**config.mk**
```make
export PLATFORM = sky130hd
export DESIGN_NAME = tmr_tick_prescaler
export DESIGN_NICKNAME = d
export VERILOG_FILES = /design/src/rtl/tmr_pkg.sv /design/src/rtl/tmr_ratio_decode.sv /design/src/rtl/tmr_tick_counter.sv /design/src/rtl/tmr_tick_gate.sv /design/src/rtl/tmr_tick_prescaler.sv
export SDC_FILE = /design/constraint.sdc
export NUM_CORES = 1
export LEC_CHECK = 0
export BUFFER_PORTS_ARGS = -buffer_cell sky130_fd_sc_hd__buf_4
export CAP_MARGIN = 5
export CORE_ASPECT_RATIO = 1.2
export CORE_MARGIN = 2
export CORE_UTILIZATION = 46
export CTS_CLUSTER_SIZE = 12
export DETAILED_ROUTE_END_ITERATION = 10
export GPL_ROUTABILITY_DRIVEN = 0
export PLACE_DENSITY = 0.82
export RECOVER_POWER = 50
export SLEW_MARGIN = 20
export SYNTH_ARGS = -nofsm -noshare
export SYNTH_HDL_FRONTEND = slang
export SYNTH_SLANG_ARGS = --single-unit
```
**constraint.sdc**
```tcl
create_clock -name clk -period 5.9 [get_ports clk]
set_input_delay 0.885 -clock clk [delete_from_list [all_inputs] [get_ports clk]]
set_output_delay 0.885 -clock clk [all_outputs]
set_load 0.01 [all_outputs]
```
**src/rtl/tmr_pkg.sv**
```systemverilog
package tmr_pkg;
  // Default geometry of the configuration word and the divider field.
  localparam int unsigned CFG_W_DEF     = 32;
  localparam int unsigned FIELD_LSB_DEF = 16;
  localparam int unsigned FIELD_W_DEF   = 6;
  localparam int unsigned NUM_TMR_DEF   = 2;

  // Legal active ratio: 1, or any nonzero even value.
  function automatic logic ratio_legal(input logic [7:0] r);
    return (r == 8'd1) || ((r != 8'd0) && !r[0]);
  endfunction
endpackage

```
**src/rtl/tmr_ratio_decode.sv**
```systemverilog
module tmr_ratio_decode #(
  parameter int unsigned FIELD_W = tmr_pkg::FIELD_W_DEF
) (
  input  logic [FIELD_W-1:0] code,
  output logic [FIELD_W-1:0] ratio
);
  localparam logic [FIELD_W-1:0] RATIO_ONE  = FIELD_W'(1);
  localparam logic [FIELD_W-1:0] RATIO_ZERO = FIELD_W'(2);

  // Odd codes collapse to 1, zero becomes 2, even codes pass through.
  always_comb begin
    if (code[0])             ratio = RATIO_ONE;
    else if (code == '0)     ratio = RATIO_ZERO;
    else                     ratio = code;
  end
endmodule

```
**src/rtl/tmr_tick_counter.sv**
```systemverilog
module tmr_tick_counter #(
  parameter int unsigned FIELD_W = tmr_pkg::FIELD_W_DEF
) (
  input  logic               clk,
  input  logic               rst,
  input  logic [FIELD_W-1:0] next_ratio,
  output logic               term,
  output logic               tick_q
);
  logic [FIELD_W-1:0] cnt_q;
  logic [FIELD_W-1:0] ratio_q;

  // End of the running period.
  assign term = (cnt_q == (ratio_q - FIELD_W'(1)));

  // The ratio is reloaded only at the end of a period, so a reprogramming
  // never shortens the interval that is already running.
  always_ff @(posedge clk) begin
    if (rst) begin
      cnt_q   <= '0;
      ratio_q <= next_ratio;
      tick_q  <= 1'b0;
    end else begin
      tick_q <= term;
      if (term) begin
        cnt_q   <= '0;
        ratio_q <= next_ratio;
      end else begin
        cnt_q   <= cnt_q + FIELD_W'(1);
      end
    end
  end

  // above ratio 1 a pulse lasts a single cycle
  a_r5_single_pulse: assert property (@(posedge clk) disable iff (rst)
    (tick_q && ratio_q != FIELD_W'(1)) |=> !tick_q);

  // the active ratio holds between terminal counts
  a_r6_ratio_hold: assert property (@(posedge clk) disable iff (rst)
    !term |=> $stable(ratio_q));

  // the active ratio is always 1 or a nonzero even value
  a_r4_ratio_legal: assert property (@(posedge clk) disable iff (rst)
    tmr_pkg::ratio_legal(8'(ratio_q)));

  // reset clears the base tick
  a_r8_reset_quiet: assert property (@(posedge clk)
    rst |=> !tick_q);
endmodule

```
**src/rtl/tmr_tick_gate.sv**
```systemverilog
module tmr_tick_gate #(
  parameter int unsigned NUM_TMR = tmr_pkg::NUM_TMR_DEF
) (
  input  logic               clk,
  input  logic               rst,
  input  logic               term,
  input  logic               base_tick,
  input  logic [NUM_TMR-1:0] gate,
  output logic [NUM_TMR-1:0] tick_o
);
  for (genvar i = 0; i < NUM_TMR; i++) begin : g_tmr
    always_ff @(posedge clk) begin
      if (rst) tick_o[i] <= 1'b0;
      else     tick_o[i] <= term & gate[i];
    end

    // a closed gate lets no tick through
    a_r7_gate_closed: assert property (@(posedge clk) disable iff (rst)
      !gate[i] |=> !tick_o[i]);

    // a timer tick only coincides with a base tick
    a_r9_subset: assert property (@(posedge clk) disable iff (rst)
      tick_o[i] |-> base_tick);
  end
endmodule

```
**src/rtl/tmr_tick_prescaler.sv**
```systemverilog
module tmr_tick_prescaler #(
  parameter int unsigned CFG_W     = tmr_pkg::CFG_W_DEF,
  parameter int unsigned FIELD_LSB = tmr_pkg::FIELD_LSB_DEF,
  parameter int unsigned FIELD_W   = tmr_pkg::FIELD_W_DEF,
  parameter int unsigned NUM_TMR   = tmr_pkg::NUM_TMR_DEF
) (
  input  logic               clk,
  input  logic               rst,
  input  logic [CFG_W-1:0]   sys_cfg,
  input  logic [NUM_TMR-1:0] tmr_gate,
  output logic               base_tick,
  output logic [NUM_TMR-1:0] tmr_tick
);
  localparam int unsigned FIELD_MSB = FIELD_LSB + FIELD_W - 1;

  logic [FIELD_W-1:0] code;
  logic [FIELD_W-1:0] ratio;
  logic               term;
  logic               unused_cfg_bits;

  assign code            = sys_cfg[FIELD_MSB:FIELD_LSB];
  assign unused_cfg_bits = ^{sys_cfg[CFG_W-1:FIELD_MSB+1], sys_cfg[FIELD_LSB-1:0]};

  tmr_ratio_decode #(.FIELD_W(FIELD_W)) u_decode (
    .code  (code),
    .ratio (ratio)
  );

  tmr_tick_counter #(.FIELD_W(FIELD_W)) u_counter (
    .clk        (clk),
    .rst        (rst),
    .next_ratio (ratio),
    .term       (term),
    .tick_q     (base_tick)
  );

  tmr_tick_gate #(.NUM_TMR(NUM_TMR)) u_gate (
    .clk       (clk),
    .rst       (rst),
    .term      (term),
    .base_tick (base_tick),
    .gate      (tmr_gate),
    .tick_o    (tmr_tick)
  );
endmodule

```
Word level (Yosys, flattened, before mapping)
Index checks and enable logic that the tools add are counted.
Storage, ports and cells
  word-level logic and storage cells: 17
  input bits: 36
  output and inout bits: 3
  register bits: 15
Cells by class
  $add $sub $neg: 2
  equality and inequality tests: 1
  reduce and logical (&&, ||, !) cells: 3
  bitwise logic cells: 2
  mux-type cells: 4
Operator list (number)
  2-to-1 mux 6 bit: 4
  adder 6 x 1 -> 6 bit (second input constant): 1
  equality test 6 bit: 1
  logical NOT 6 bit: 1
  subtractor 6 x 1 -> 6 bit (second input constant): 1
  bitwise AND 1 bit: 2
  nonzero test 2 bit: 1
  OR reduction 2 bit: 1

Depth between registers and ports, before layout
Gate-level depths: netlist (run 1).
  word-level depth: 5
  depth in mapped cells: 5
  mapped depth without buffers: 5

Hierarchy
From an unflattened synthesis (run 1), not the netlist that was laid out.
Second synthesis, totals
  cell total of the unflattened synthesis: 68
  area, all modules: 748.2 um2
By module, submodules not included
  tmr_tick_counter: seq. area each 320.3 um2, instances 1, area each 641.9 um2, cells each 56
  tmr_tick_gate: seq. area each 40.0 um2, instances 1, area each 57.6 um2, cells each 4
  tmr_ratio_decode: seq. area each 0.0 um2, instances 1, area each 48.8 um2, cells each 8

Least setup slack after synthesis (run 1)
Ideal clock, no wire load.
  path kind: flip-flop to flip-flop
  start: register u_counter.ratio_q[0]
  end: register u_counter.ratio_q[0] (enable)
  slack: 3.537 ns
  required time: 5.596 ns
  buffers on the path: 0
  stages on the path, launching flop included: 5
  arrival: 2.059 ns
  clock period less this slack: 2.363 ns
  library setup time: 0.304 ns
  cells stage by stage: edfxtp_1 -> or4_1 -> or3_4 -> a2111oi_4 -> a21o_2
On the way
  longest elaborated chain between the ends: 3
Ends and longest elaborated chain
  from (decl): line tmr_tick_counter.sv:11  | logic [FIELD_W-1:0] ratio_q;
  from (signal assigned): line tmr_tick_counter.sv:21  | ratio_q <= next_ratio;
  from (signal assigned): line tmr_tick_counter.sv:27  | ratio_q <= next_ratio;
  subtractor 6 x 1 -> 6 bit: line tmr_tick_counter.sv:14  | assign term = (cnt_q == (ratio_q - FIELD_W'(1)));
  equality test 6 bit: line tmr_tick_counter.sv:14
  nonzero test 2 bit (no line)
No other way between the ends.
A chain may end at the register's enable or synchronous reset.

Worst setup path in the final report (run 1)
  start: register u_counter.ratio_q[0]
  end: register u_counter.ratio_q[2] (enable)
The elaborated chain is that of the path after synthesis.

==> results of run 1 <==
==> metal layers <==
metal,track usage,up-vias,share of wire
met4,0.100,0,0.015
met2,0.346,8,0.61
met5,0,-,0
met1,0.178,255,0.36
met3,0.0279,2,0.014
li1,-,269,-
==> stage by stage <==
| stage | instance area (um^2) | power [mW] |
|---|---|---|
| floorplan | 733 | 0.145 |
| global placement | 848 | 0.156 |
| detailed placement | 848 | 0.158 |
| CTS | 875 | 0.212 |
| global route | 837 | 0.218 |
| finish | 837 | 0.206 |
==> cell usage after synthesis <==
library cell,instances,area [um^2]
a2111oi_4,1,27.5
a211oi_1,5,37.5
a21o_2,1,8.76
a21oi_1,2,10.0
and3b_2,1,10.0
and4b_1,2,20.0
buf_1,1,3.75
dfxtp_1,9,180
edfxtp_1,6,180
ha_1,2,25.0
inv_1,3,11.3
nand2_1,1,3.75
nand2b_1,3,18.8
nand3_1,2,10.0
nand4_1,1,6.26
nor2_1,4,15.0
nor2b_1,4,25.0
nor3_1,1,5.00
nor4_1,1,6.26
o211a_1,1,10.0
o21ai_0,1,5.00
o31ai_1,1,7.51
or3_4,1,11.3
or4_1,1,7.51
xnor2_1,7,61.3
xor2_1,3,26.3
==> cell usage in the layout, fill, tap and decap left out, drive strengths merged <==
cell type / n
nor3: 1
nand4: 1
xnor2: 7
xor2: 3
clkbuf: 9
nor4: 1
edfxtp: 6
buf: 8
o31ai: 1
nor2: 4
nand2b: 3
or4: 1
and4b: 2
a21o: 1
nand3: 2
o21ai: 1
or3: 1
inv: 3
ha: 2
a21oi: 2
dfxtp: 9
o211a: 1
a2111oi: 1
nor2b: 4
nand2: 1
and3b: 1
a211oi: 5
==> area by class of cell <==
class,count,area (um^2)
clock buffer,4,26.3
inverter,3,11.3
multi-input combinational,46,335
tap,17,21.3
fill,136,627
timing repair buffer,13,82.6
sequential,15,360
==> cells by family (layout without fill, tap and decap cells) <==
logic type,after synthesis,after routing,share of synthesized area
XOR/XNOR,10,10,0.119
adder cells (fa/ha/maj),2,2,0.0341
AND/OR/NAND/NOR,22,22,0.189
AO/OA/AOI/OAI,12,12,0.145
buffers and inverters,4,20,0.0205
flip-flops,15,15,0.491
==> power by group through the flow <==
stage / registers, mW / logic, mW / clock network (mW)
final: 0.120 / 0.0311 / 0.0548
after global routing: 0.121 / 0.0360 / 0.0614
after CTS: 0.120 / 0.0362 / 0.0561
after detailed placement: 0.122 / 0.0359 / 0
after global placement: 0.122 / 0.0344 / 0
after floorplan: 0.121 / 0.0242 / 0
==> flip-flops by register name, summed over array words and instances (netlist names) <==
register and count:
u_counter.cnt_q 6, u_counter.ratio_q 6, u_counter.tick_q 1, u_gate.tick_o 2
==> worst min-delay path by stage <==
stage,startpoint,end,slack [ns]
floorplan,u_counter.cnt_q[0],u_counter.cnt_q[0],0.47
finish,u_counter.cnt_q[0],u_counter.cnt_q[0],0.52
global placement,u_counter.cnt_q[0],u_counter.cnt_q[0],0.50
CTS,u_counter.cnt_q[0],u_counter.cnt_q[0],0.51
detailed placement,u_counter.cnt_q[0],u_counter.cnt_q[0],0.50
global route,u_counter.cnt_q[0],u_counter.cnt_q[0],0.56
==> out/summary.txt, run 1 <==
Status: finished with violations
Violated checks: capacitance limit, slew limit
Final period utilization: 0.663
Worst Path Required: 5.87 ns
Max Fclk: 255 MHz
Worst-path cell chain: or4_1, or3_2, a2111oi_0, a21o_2
Clk_lat worst skew: 0.27 ns
Routed Antenna Nets: 0
Leakage power: 0.320 nW
Clock Power Share: 0.266
Via count: 534
Worst path top cell family by delay: compound AO/OA/AOI/OAI gates
Chip height: 47.7 um
Cells after synthesis: 65
Worst-Margin Slew: 2.21 ns
Worst setup margin: 1.99 ns
Pre-antenna DRT Iters: 2
Net Count, Synth: 103
Max-slew violation count: 11
Hold Fails Final Rpt: 0
Overflow after GRT: 0
Fin cells: 98
Synth Area per Inst: 11.3 um^2
Sw Pwr: 0.0496 mW
Sequential power share: 0.582
Inst Count DP: 94
TNS Setup: 0 ns
DRC: 0
Area Growth Syn to Fin: 14.2%
CP Max Fanout: 10
Worst hold path depth: 1
CTS root buffer: clkbuf_4
Timing endpoint of the critical path: u_counter.ratio_q[2]
Hold_ws: 0.515 ns
H-tree depth: 1
Number of setup violations in the final report: 0
Sequential area share after synthesis: 0.491
Cells on worst reg2reg path: 4
Drt initial violations: 2
Combinational Power Share: 0.151
Initial core utilization: 0.501
DR vias/cell: 5.45
DP HPWL: 997 um
Tot GR Track Use: 0.181
Net Sw Frac: 0.241
Warnings, synthesis: 0
First-pass GRT wire length: 2.27 mm
CTS max path bufs: 2
Num CTS Buffers: 3
# diodes: 0
WP depth: 4
Critical Path End Type: flop
Setup CP Type: reg -> reg
Pre-CTS setup slack: 3.33 ns
Worst VDD drop: 133 uV
Die Area: 1930 um^2
RSZ-0062 raised after global routing: no
WL final: 1.24 mm
Core area: 1460 um^2
Critical path launch point type: flop
Share of cells above drive strength 1: 0.185
Post-layout min period: 3.91 ns
# IOs: 39
Max Cap Viol: 1
Worst path max stage delay: 1.81 ns
Layout Skew: 0.00762 ns
Pwr Density: 246 nW/um^2
P_int: 0.156 mW
R2r startpoint: u_counter.ratio_q[0]
CP max stage cell: a2111oi_0
Final Util: 0.572
CP bufs+invs: 0
CP arrival: 3.89 ns
Vias in the first global route: 575
Count of different cell masters after synthesis: 26
Hold Buf Count CTS: 0
Rel. slew slack: -0.514
Hold crit path type: reg -> reg
Syn Std Cell Area: 733 um^2
Setup crit start: u_counter.ratio_q[0]
Site row count: 15
CTS tree: yes
Largest net degree at the start of global routing: 11
Seq cells post-synth: 15
R2R Setup Slk: 1.99 ns
# Post-CTS Setup Buffers: 0
# port buffers: 12
DR WL/cell: 12.7 um
Clock sink count: 15
FF-to-FF End: u_counter.ratio_q[2]
Initial antenna violation count: 0
Die Width: 40.4 um
Final #Nets: 120
Clk slew on worst S/H paths: 0.09 ns
Cts repair resizes: 0
No activity file was read; power rests on OpenSTA's default activity.
==> inputs of run 2 (changes only) <==
--- a/config.mk
+++ b/config.mk
@@ -9,11 +9,11 @@
 export CAP_MARGIN = 5
 export CORE_ASPECT_RATIO = 1.2
 export CORE_MARGIN = 2
-export CORE_UTILIZATION = 46
+export CORE_UTILIZATION = 38
 export CTS_CLUSTER_SIZE = 12
 export DETAILED_ROUTE_END_ITERATION = 10
 export GPL_ROUTABILITY_DRIVEN = 0
-export PLACE_DENSITY = 0.82
+export PLACE_DENSITY = 0.72
 export RECOVER_POWER = 50
 export SLEW_MARGIN = 20
 export SYNTH_ARGS = -nofsm -noshare
==> constraint.sdc (replaced) <==
create_clock -name clk -period 3.46 [get_ports clk]
set_input_delay 0.519 -clock clk [delete_from_list [all_inputs] [get_ports clk]]
set_output_delay 0.519 -clock clk [all_outputs]
set_load 0.01 [all_outputs]
==> run 2 against run 1 <==
Net effect: register-to-register slack got worse by 1.4 ns; total power rose by 72%; worst hold slack got worse by 0.053 ns; clock skew fell by 0.0021 ns; count of clock-buffer cells in the layout fell by 1; the flow now finishes without violations; sequential power rose by 70%.
==> out/summary.txt, run 2 (synthesis gave the netlist of run 1 again) <==
DR WL/cell: 10.7 um (was 12.7 um)
CTS root buffer: clkbuf_4 (unchanged)
Site row count: 17 (was 15)
Tot GR Track Use: 0.109 (was 0.181)
CP max stage cell: a2111oi_2 (was a2111oi_0)
Core area: 1830 um^2 (was 1460 um^2)
CP arrival: 2.90 ns (was 3.89 ns)
Worst path top cell family by delay: compound AO/OA/AOI/OAI gates (unchanged)
Max Cap Viol: 0 (was 1)
Chip height: 52.1 um (was 47.7 um)
Hold crit path type: in -> reg (was reg -> reg)
Commonest non-fill, non-tap cell in the layout: dfxtp_1 (unchanged)
Clk slew on worst S/H paths: 0.09 ns (about the same)
Setup CP Type: reg -> reg (unchanged)
Num CTS Buffers: 3 (unchanged)
# IOs: 39 (unchanged)
H-tree depth: 1 (unchanged)
Number of setup violations in the final report: 0 (unchanged)
Hold Fails Final Rpt: 0 (unchanged)
Max Fclk: 344 MHz (was 255 MHz)
Largest regs: u_counter.cnt_q x6, u_counter.ratio_q x6, u_gate.tick_o x2 (unchanged)
Commonest cells after routing, fill and taps aside: dfxtp_1, buf_4, xnor2_1, edfxtp_1, a211oi_1 (was dfxtp_1, buf_4, xnor2_1, edfxtp_1)
Clock sink count: 15 (unchanged)
Routed Antenna Nets: 0 (unchanged)
Die Area: 2300 um^2 (was 1930 um^2)
Area occupied by multi-input gates: 342 um^2 (was 335 um^2)
# port buffers: 12 (unchanged)
# diodes: 0 (unchanged)
Final period utilization: 0.841 (was 0.663)
CP Max Fanout: 10 (unchanged)
CTS max path bufs: 2 (unchanged)
Status: finished, final reports clean (was finished with violations)
DRC: 0 (unchanged)
Drt initial violations: 9 (was 2)
Initial core utilization: 0.401 (was 0.501)
WL final: 1.07 mm (was 1.24 mm)
Critical Path End Type: flop (unchanged)
Worst setup margin: 0.550 ns (was 1.99 ns)
Hold Buf Count CTS: 0 (unchanged)
CTS tree: yes (unchanged)
Worst VDD drop: 251 uV (was 133 uV)
# Post-CTS Setup Buffers: 0 (unchanged)
Clk_lat worst skew: 0.28 ns (was 0.27 ns)
RSZ-0062 raised after global routing: no (unchanged)
Fillers: 174 (was 136)
Critical path launch point type: flop (unchanged)
Pwr Density: 417 nW/um^2 (was 246 nW/um^2)
Overflow after GRT: 0 (unchanged)
CP bufs+invs: 0 (unchanged)
Largest net degree at the start of global routing: 11 (unchanged)
Worst-Margin Slew: 0.906 ns (was 2.21 ns)
First-pass GRT wire length: 1.88 mm (was 2.27 mm)
Sequential power share: 0.578 (was 0.582)
Share of cells above drive strength 1: 0.210 (was 0.185)
Pre-CTS setup slack: 0.917 ns (was 3.33 ns)
P_int: 0.265 mW (was 0.156 mW)
Final Util: 0.463 (was 0.572)
DR vias/cell: 5.18 (was 5.45)
Final #Nets: 120 (unchanged)
Worst path max stage delay: 0.86 ns (was 1.81 ns)
Max-slew violation count: 0 (was 11)
FF+latch area: 360 um^2 (unchanged)
TNS Setup: 0 ns (unchanged)
Rel. slew slack: 0.395 (was -0.514)
Clock Power Share: 0.268 (was 0.266)
Via count: 518 (was 534)
Sw Pwr: 0.0883 mW (was 0.0496 mW)
Cts repair resizes: 0 (unchanged)
Area Growth Syn to Fin: 15.5% (was 14.2%)
Vias in the first global route: 444 (was 575)
Leakage power: 0.324 nW (was 0.320 nW)
Post-layout min period: 2.91 ns (was 3.91 ns)
Layout Skew: 0.00553 ns (was 0.00762 ns)
Combinational Power Share: 0.154 (was 0.151)
Hold_ws: 0.463 ns (was 0.515 ns)
Initial antenna violation count: 0 (unchanged)
Worst-path cell chain: or4_1, or3_2, a2111oi_2, a21o_2 (was or4_1, or3_2, a2111oi_0, a21o_2)
Worst Path Required: 3.45 ns (was 5.87 ns)
Die Width: 44.1 um (was 40.4 um)
Pre-antenna DRT Iters: 4 (was 2)
Net Sw Frac: 0.250 (was 0.241)
run 2: layout make-up:
| type | count | share of cell area |
|---|---|---|
| inverters | 3 | 0.0133 |
| clock inverters | 1 | 0.00591 |
| well taps | 19 | 0.0281 |
| clock buffers | 3 | 0.0266 |
| flip-flops and latches | 15 | 0.425 |
| repair buffers | 13 | 0.0975 |
| multi-input cells | 46 | 0.403 |
run 2: final timing paths:
kind,start,endpoint,slack (ns),cells past startpoint
max,u_counter.ratio_q[0],u_counter.ratio_q[2],0.55,4
min,rst,u_counter.cnt_q[5],0.46,2
max reg2reg,u_counter.ratio_q[0],u_counter.ratio_q[2],0.55,4
min reg2reg,u_counter.cnt_q[0],u_counter.cnt_q[0],0.52,1
run 2: metrics by stage:
step | std cells | area [um^2] | total power [mW]
3_3_place_gp | 96 | 851 | 0.267
6_report | 100 | 847 | 0.353
5_1_grt | 100 | 847 | 0.376
2_1_floorplan | 65 | 733 | 0.248
3_5_place_dp | 96 | 851 | 0.268
4_1_cts | 100 | 878 | 0.363
run 2: power by group through the flow:
stage	clock (mW)	combinational, mW	sequential [mW]
final	0.0947	0.0545	0.204
after global routing	0.110	0.0606	0.206
after CTS	0.0984	0.0600	0.204
after detailed placement	0	0.0597	0.208
after global placement	0	0.0584	0.208
after floorplan	0	0.0413	0.206
run 2: layer usage:
metal	vias up	global-route usage	wire length, um	share of wire
met3	0	0.0313	5	0.0047
met4	0	0.0606	0	0
met5	-	0	0	0
met2	2	0.162	549	0.51
li1	270	-	-	-
met1	246	0.140	515	0.48
==> inputs of run 3 (changes only) <==
--- a/config.mk
+++ b/config.mk
@@ -5,15 +5,16 @@
 export SDC_FILE = /design/constraint.sdc
 export NUM_CORES = 1
 export LEC_CHECK = 0
+export ABC_AREA = 1
 export BUFFER_PORTS_ARGS = -buffer_cell sky130_fd_sc_hd__buf_4
 export CAP_MARGIN = 5
 export CORE_ASPECT_RATIO = 1.2
 export CORE_MARGIN = 2
-export CORE_UTILIZATION = 38
+export CORE_UTILIZATION = 40
 export CTS_CLUSTER_SIZE = 12
 export DETAILED_ROUTE_END_ITERATION = 10
 export GPL_ROUTABILITY_DRIVEN = 0
-export PLACE_DENSITY = 0.72
+export PLACE_DENSITY = 0.74
 export RECOVER_POWER = 50
 export SLEW_MARGIN = 20
 export SYNTH_ARGS = -nofsm -noshare
==> constraint.sdc (replaced) <==
create_clock -name clk -period 2.4 [get_ports clk]
set_input_delay 0.36 -clock clk [delete_from_list [all_inputs] [get_ports clk]]
set_output_delay 0.36 -clock clk [all_outputs]
set_load 0.01 [all_outputs]
==> run 3 against run 2 <==
Net effect: final area grew 8.0%; via count grew 26%; synthesized cell count grew 66%; critical path depth grew 6; combinational power grew 49%.
==> out/summary.txt, run 3 <==
Tot GR Track Use: 0.140 (was 0.109)
Synth top area share: 0.223 (was 0.246)
Clock sink count: 15 (unchanged)
Clk slew on worst S/H paths: 0.09 ns (about the same)
Sequential power share: 0.564 (was 0.578)
Post-synth ARST share: 0 (unchanged)
Status: finished, final reports clean (unchanged)
Final period utilization: 0.767 (was 0.841)
Most frequent cell after synthesis: nand2_1 (was dfxtp_1)
CP Max Fanout: 12 (was 10)
Hold Fails Final Rpt: 0 (unchanged)
R2R Setup Slk: 0.56 ns (was 0.55 ns)
First-pass GRT wire length: 2.32 mm (was 1.88 mm)
DRC: 0 (unchanged)
WL final: 1.33 mm (was 1.07 mm)
Critical Path End Type: flop (unchanged)
Max-slew violation count: 0 (unchanged)
Max Fclk: 543 MHz (was 344 MHz)
H-tree depth: 1 (unchanged)
Worst Path Required: 2.39 ns (was 3.45 ns)
Net Sw Frac: 0.277 (was 0.250)
Most frequent cells after synthesis: nand2_1, inv_1, nor2_1 (was dfxtp_1, xnor2_1, edfxtp_1)
Commonest non-fill, non-tap cell in the layout: nand2_1 (was dfxtp_1)
Total power: 0.521 mW (was 0.353 mW)
CP arrival: 1.83 ns (was 2.90 ns)
Fillers: 195 (was 174)
# IOs: 39 (unchanged)
Post-DP Area: 923 um^2 (was 851 um^2)
Clk_lat worst skew: 0.28 ns (about the same)
Warnings, synthesis: 0 (unchanged)
Syn Std Cell Area: 810 um^2 (was 733 um^2)
CTS tree: yes (unchanged)
P_int: 0.377 mW (was 0.265 mW)
Clock Power Share: 0.281 (was 0.268)
Finished Cell Area: 915 um^2 (was 847 um^2)
Area leader, netlist: dfxtp_1 (unchanged)
Combinational Power Share: 0.156 (was 0.154)
Cells after synthesis: 108 (was 65)
Number of setup violations in the final report: 0 (unchanged)
Site row count: 17 (unchanged)
RSZ-0062 raised after global routing: no (unchanged)
Initial core utilization: 0.432 (was 0.401)
TNS Setup: 0 ns (unchanged)
R2r startpoint: u_counter.ratio_q[0] (unchanged)
Layout Skew: 0.00292 ns (was 0.00553 ns)
Hold crit path type: in -> reg (unchanged)
# Post-CTS Setup Buffers: 0 (unchanged)
Endpoint, Worst Hold: u_gate.tick_o[1] (was u_counter.cnt_q[5])
DR vias/cell: 4.57 (was 5.18)
Post-synth EDFFs: 6 (unchanged)
CTS max path bufs: 2 (unchanged)
Main flop type after synthesis: dfxtp_1 (unchanged)
Leakage power: 0.452 nW (was 0.324 nW)
Largest net degree at the start of global routing: 13 (was 11)
FF-to-FF End: u_counter.ratio_q[0] (was u_counter.ratio_q[2])
Pre-CTS setup slack: 0.594 ns (was 0.917 ns)
FF+latch area: 360 um^2 (unchanged)
Sequential area share after synthesis: 0.445 (was 0.491)
Routed Antenna Nets: 0 (unchanged)
Die Width: 45.1 um (was 44.1 um)
Worst setup margin: 0.558 ns (was 0.550 ns)
CTS root buffer: clkbuf_4 (unchanged)
Synth Area per Inst: 7.50 um^2 (was 11.3 um^2)
Pwr Density: 570 nW/um^2 (was 417 nW/um^2)
Cells on worst reg2reg path: 10 (was 4)
# port buffers: 12 (unchanged)
Hold Buf Count CTS: 0 (unchanged)
Num CTS Buffers: 3 (unchanged)
Core area: 1870 um^2 (was 1830 um^2)
Critical path launch point type: flop (unchanged)
Share of cells above drive strength 1: 0.129 (was 0.210)
HP Start: tmr_gate[1] (was rst)
Count of different cell masters after synthesis: 20 (was 26)
Final Util: 0.489 (was 0.463)
Worst VDD drop: 341 uV (was 251 uV)
Area occupied by multi-input gates: 349 um^2 (was 342 um^2)
# diodes: 0 (unchanged)
Pre-antenna DRT Iters: 4 (unchanged)
Net Count, Synth: 146 (was 103)
Overflow after GRT: 0 (unchanged)
Worst-Margin Slew: 0.259 ns (was 0.906 ns)
Sw Pwr: 0.144 mW (was 0.0883 mW)
Chip height: 53.3 um (was 52.1 um)
Vias in the first global route: 609 (was 444)
Max Cap Viol: 0 (unchanged)
Die Area: 2400 um^2 (was 2300 um^2)
Synth top area cells: dfxtp_1, edfxtp_1, nand2_1 (was dfxtp_1, edfxtp_1, xnor2_1)
Rel. slew slack: 0.826 (was 0.395)
Worst hold path depth: 3 (was 2)
DP HPWL: 1.05 mm
Via count: 653 (was 518)
Initial antenna violation count: 0 (unchanged)
Commonest cells after routing, fill and taps aside: nand2_1, inv_1, nor2_1, dfxtp_1 (was dfxtp_1, buf_4, xnor2_1, edfxtp_1, a211oi_1)
Setup CP Type: reg -> reg (unchanged)
Final #Nets: 163 (was 120)
DR WL/cell: 9.31 um (was 10.7 um)
Cts repair resizes: 0 (unchanged)
Drt initial violations: 9 (unchanged)
Largest regs: u_counter.cnt_q x6, u_counter.ratio_q x6, u_gate.tick_o x2 (unchanged)
Post-layout min period: 1.84 ns (was 2.91 ns)
Area Growth Syn to Fin: 13.0% (was 15.5%)
Seq cells post-synth: 15 (unchanged)
## run 3: cell type report
cell class	count	share of cell area
Tap cell	19	0.0260
Clock buffer	3	0.0246
Timing Repair Buffer	12	0.0739
Inverter	23	0.0944
Clock inverter	1	0.00547
Multi-Input combinational cell	70	0.382
Sequential cell	15	0.394
## run 3: how the worst max path moves through the flow
stage	start	to	slack, ns	depth (start not counted)
floorplan	u_counter.ratio_q[0]	u_counter.ratio_q[0]	0.79	10
global placement	u_counter.ratio_q[0]	u_counter.ratio_q[0]	0.65	10
detailed placement	u_counter.ratio_q[0]	u_counter.ratio_q[0]	0.59	10
CTS	u_counter.ratio_q[0]	u_counter.ratio_q[0]	0.58	10
global route	u_counter.ratio_q[0]	u_counter.ratio_q[0]	0.43	10
finish	u_counter.ratio_q[0]	u_counter.ratio_q[0]	0.56	10
## run 3: cells by family after synthesis
| kind of cell | count (synthesis) | share of synthesized area |
|---|---|---|
| and+or+nand+nor | 62 | 0.357 |
| DFF | 15 | 0.445 |
| xor gates and xnor gates | 5 | 0.0541 |
| AOI/OAI and AO/OA | 1 | 0.00618 |
| adders and majority gates | 2 | 0.0309 |
| buffers and inverters | 23 | 0.107 |
## run 3: stage by stage
step	hold WS, ns	cells
final	0.287	143
after global routing	0.281	143
after CTS	0.266	143
after detailed placement	0.469	139
after global placement	0.455	139
after floorplan	0.441	108
## run 3: metal layers
layer	wire length, um	global-route usage	vias up	share of wire
li1	-	-	358	-
met1	576	0.142	284	0.43
met2	691	0.243	9	0.52
met3	45	0.0410	2	0.034
met4	17	0.0882	0	0.013
met5	0	0	-	0
## run 3: critical path, cell delays in order, from the launching register on
cell and delay [ns]:
edfxtp_1 0.40, inv_1 0.15, ha_1 0.24, inv_1 0.08
nand2_1 0.07, nand3b_1 0.08, nand2_1 0.06, nand2_1 0.05
nor2_1 0.16, nand3_2 0.11, nand2_4 0.16
## run 3: power by group through the flow
| stage | Sequential, mW | Clock [mW] | Combinational [mW] |
|---|---|---|---|
| finish | 0.294 | 0.146 | 0.0811 |
| global route | 0.296 | 0.168 | 0.0948 |
| CTS | 0.294 | 0.150 | 0.0894 |
| detailed placement | 0.300 | 0 | 0.0889 |
| global placement | 0.299 | 0 | 0.0853 |
| floorplan | 0.297 | 0 | 0.0643 |
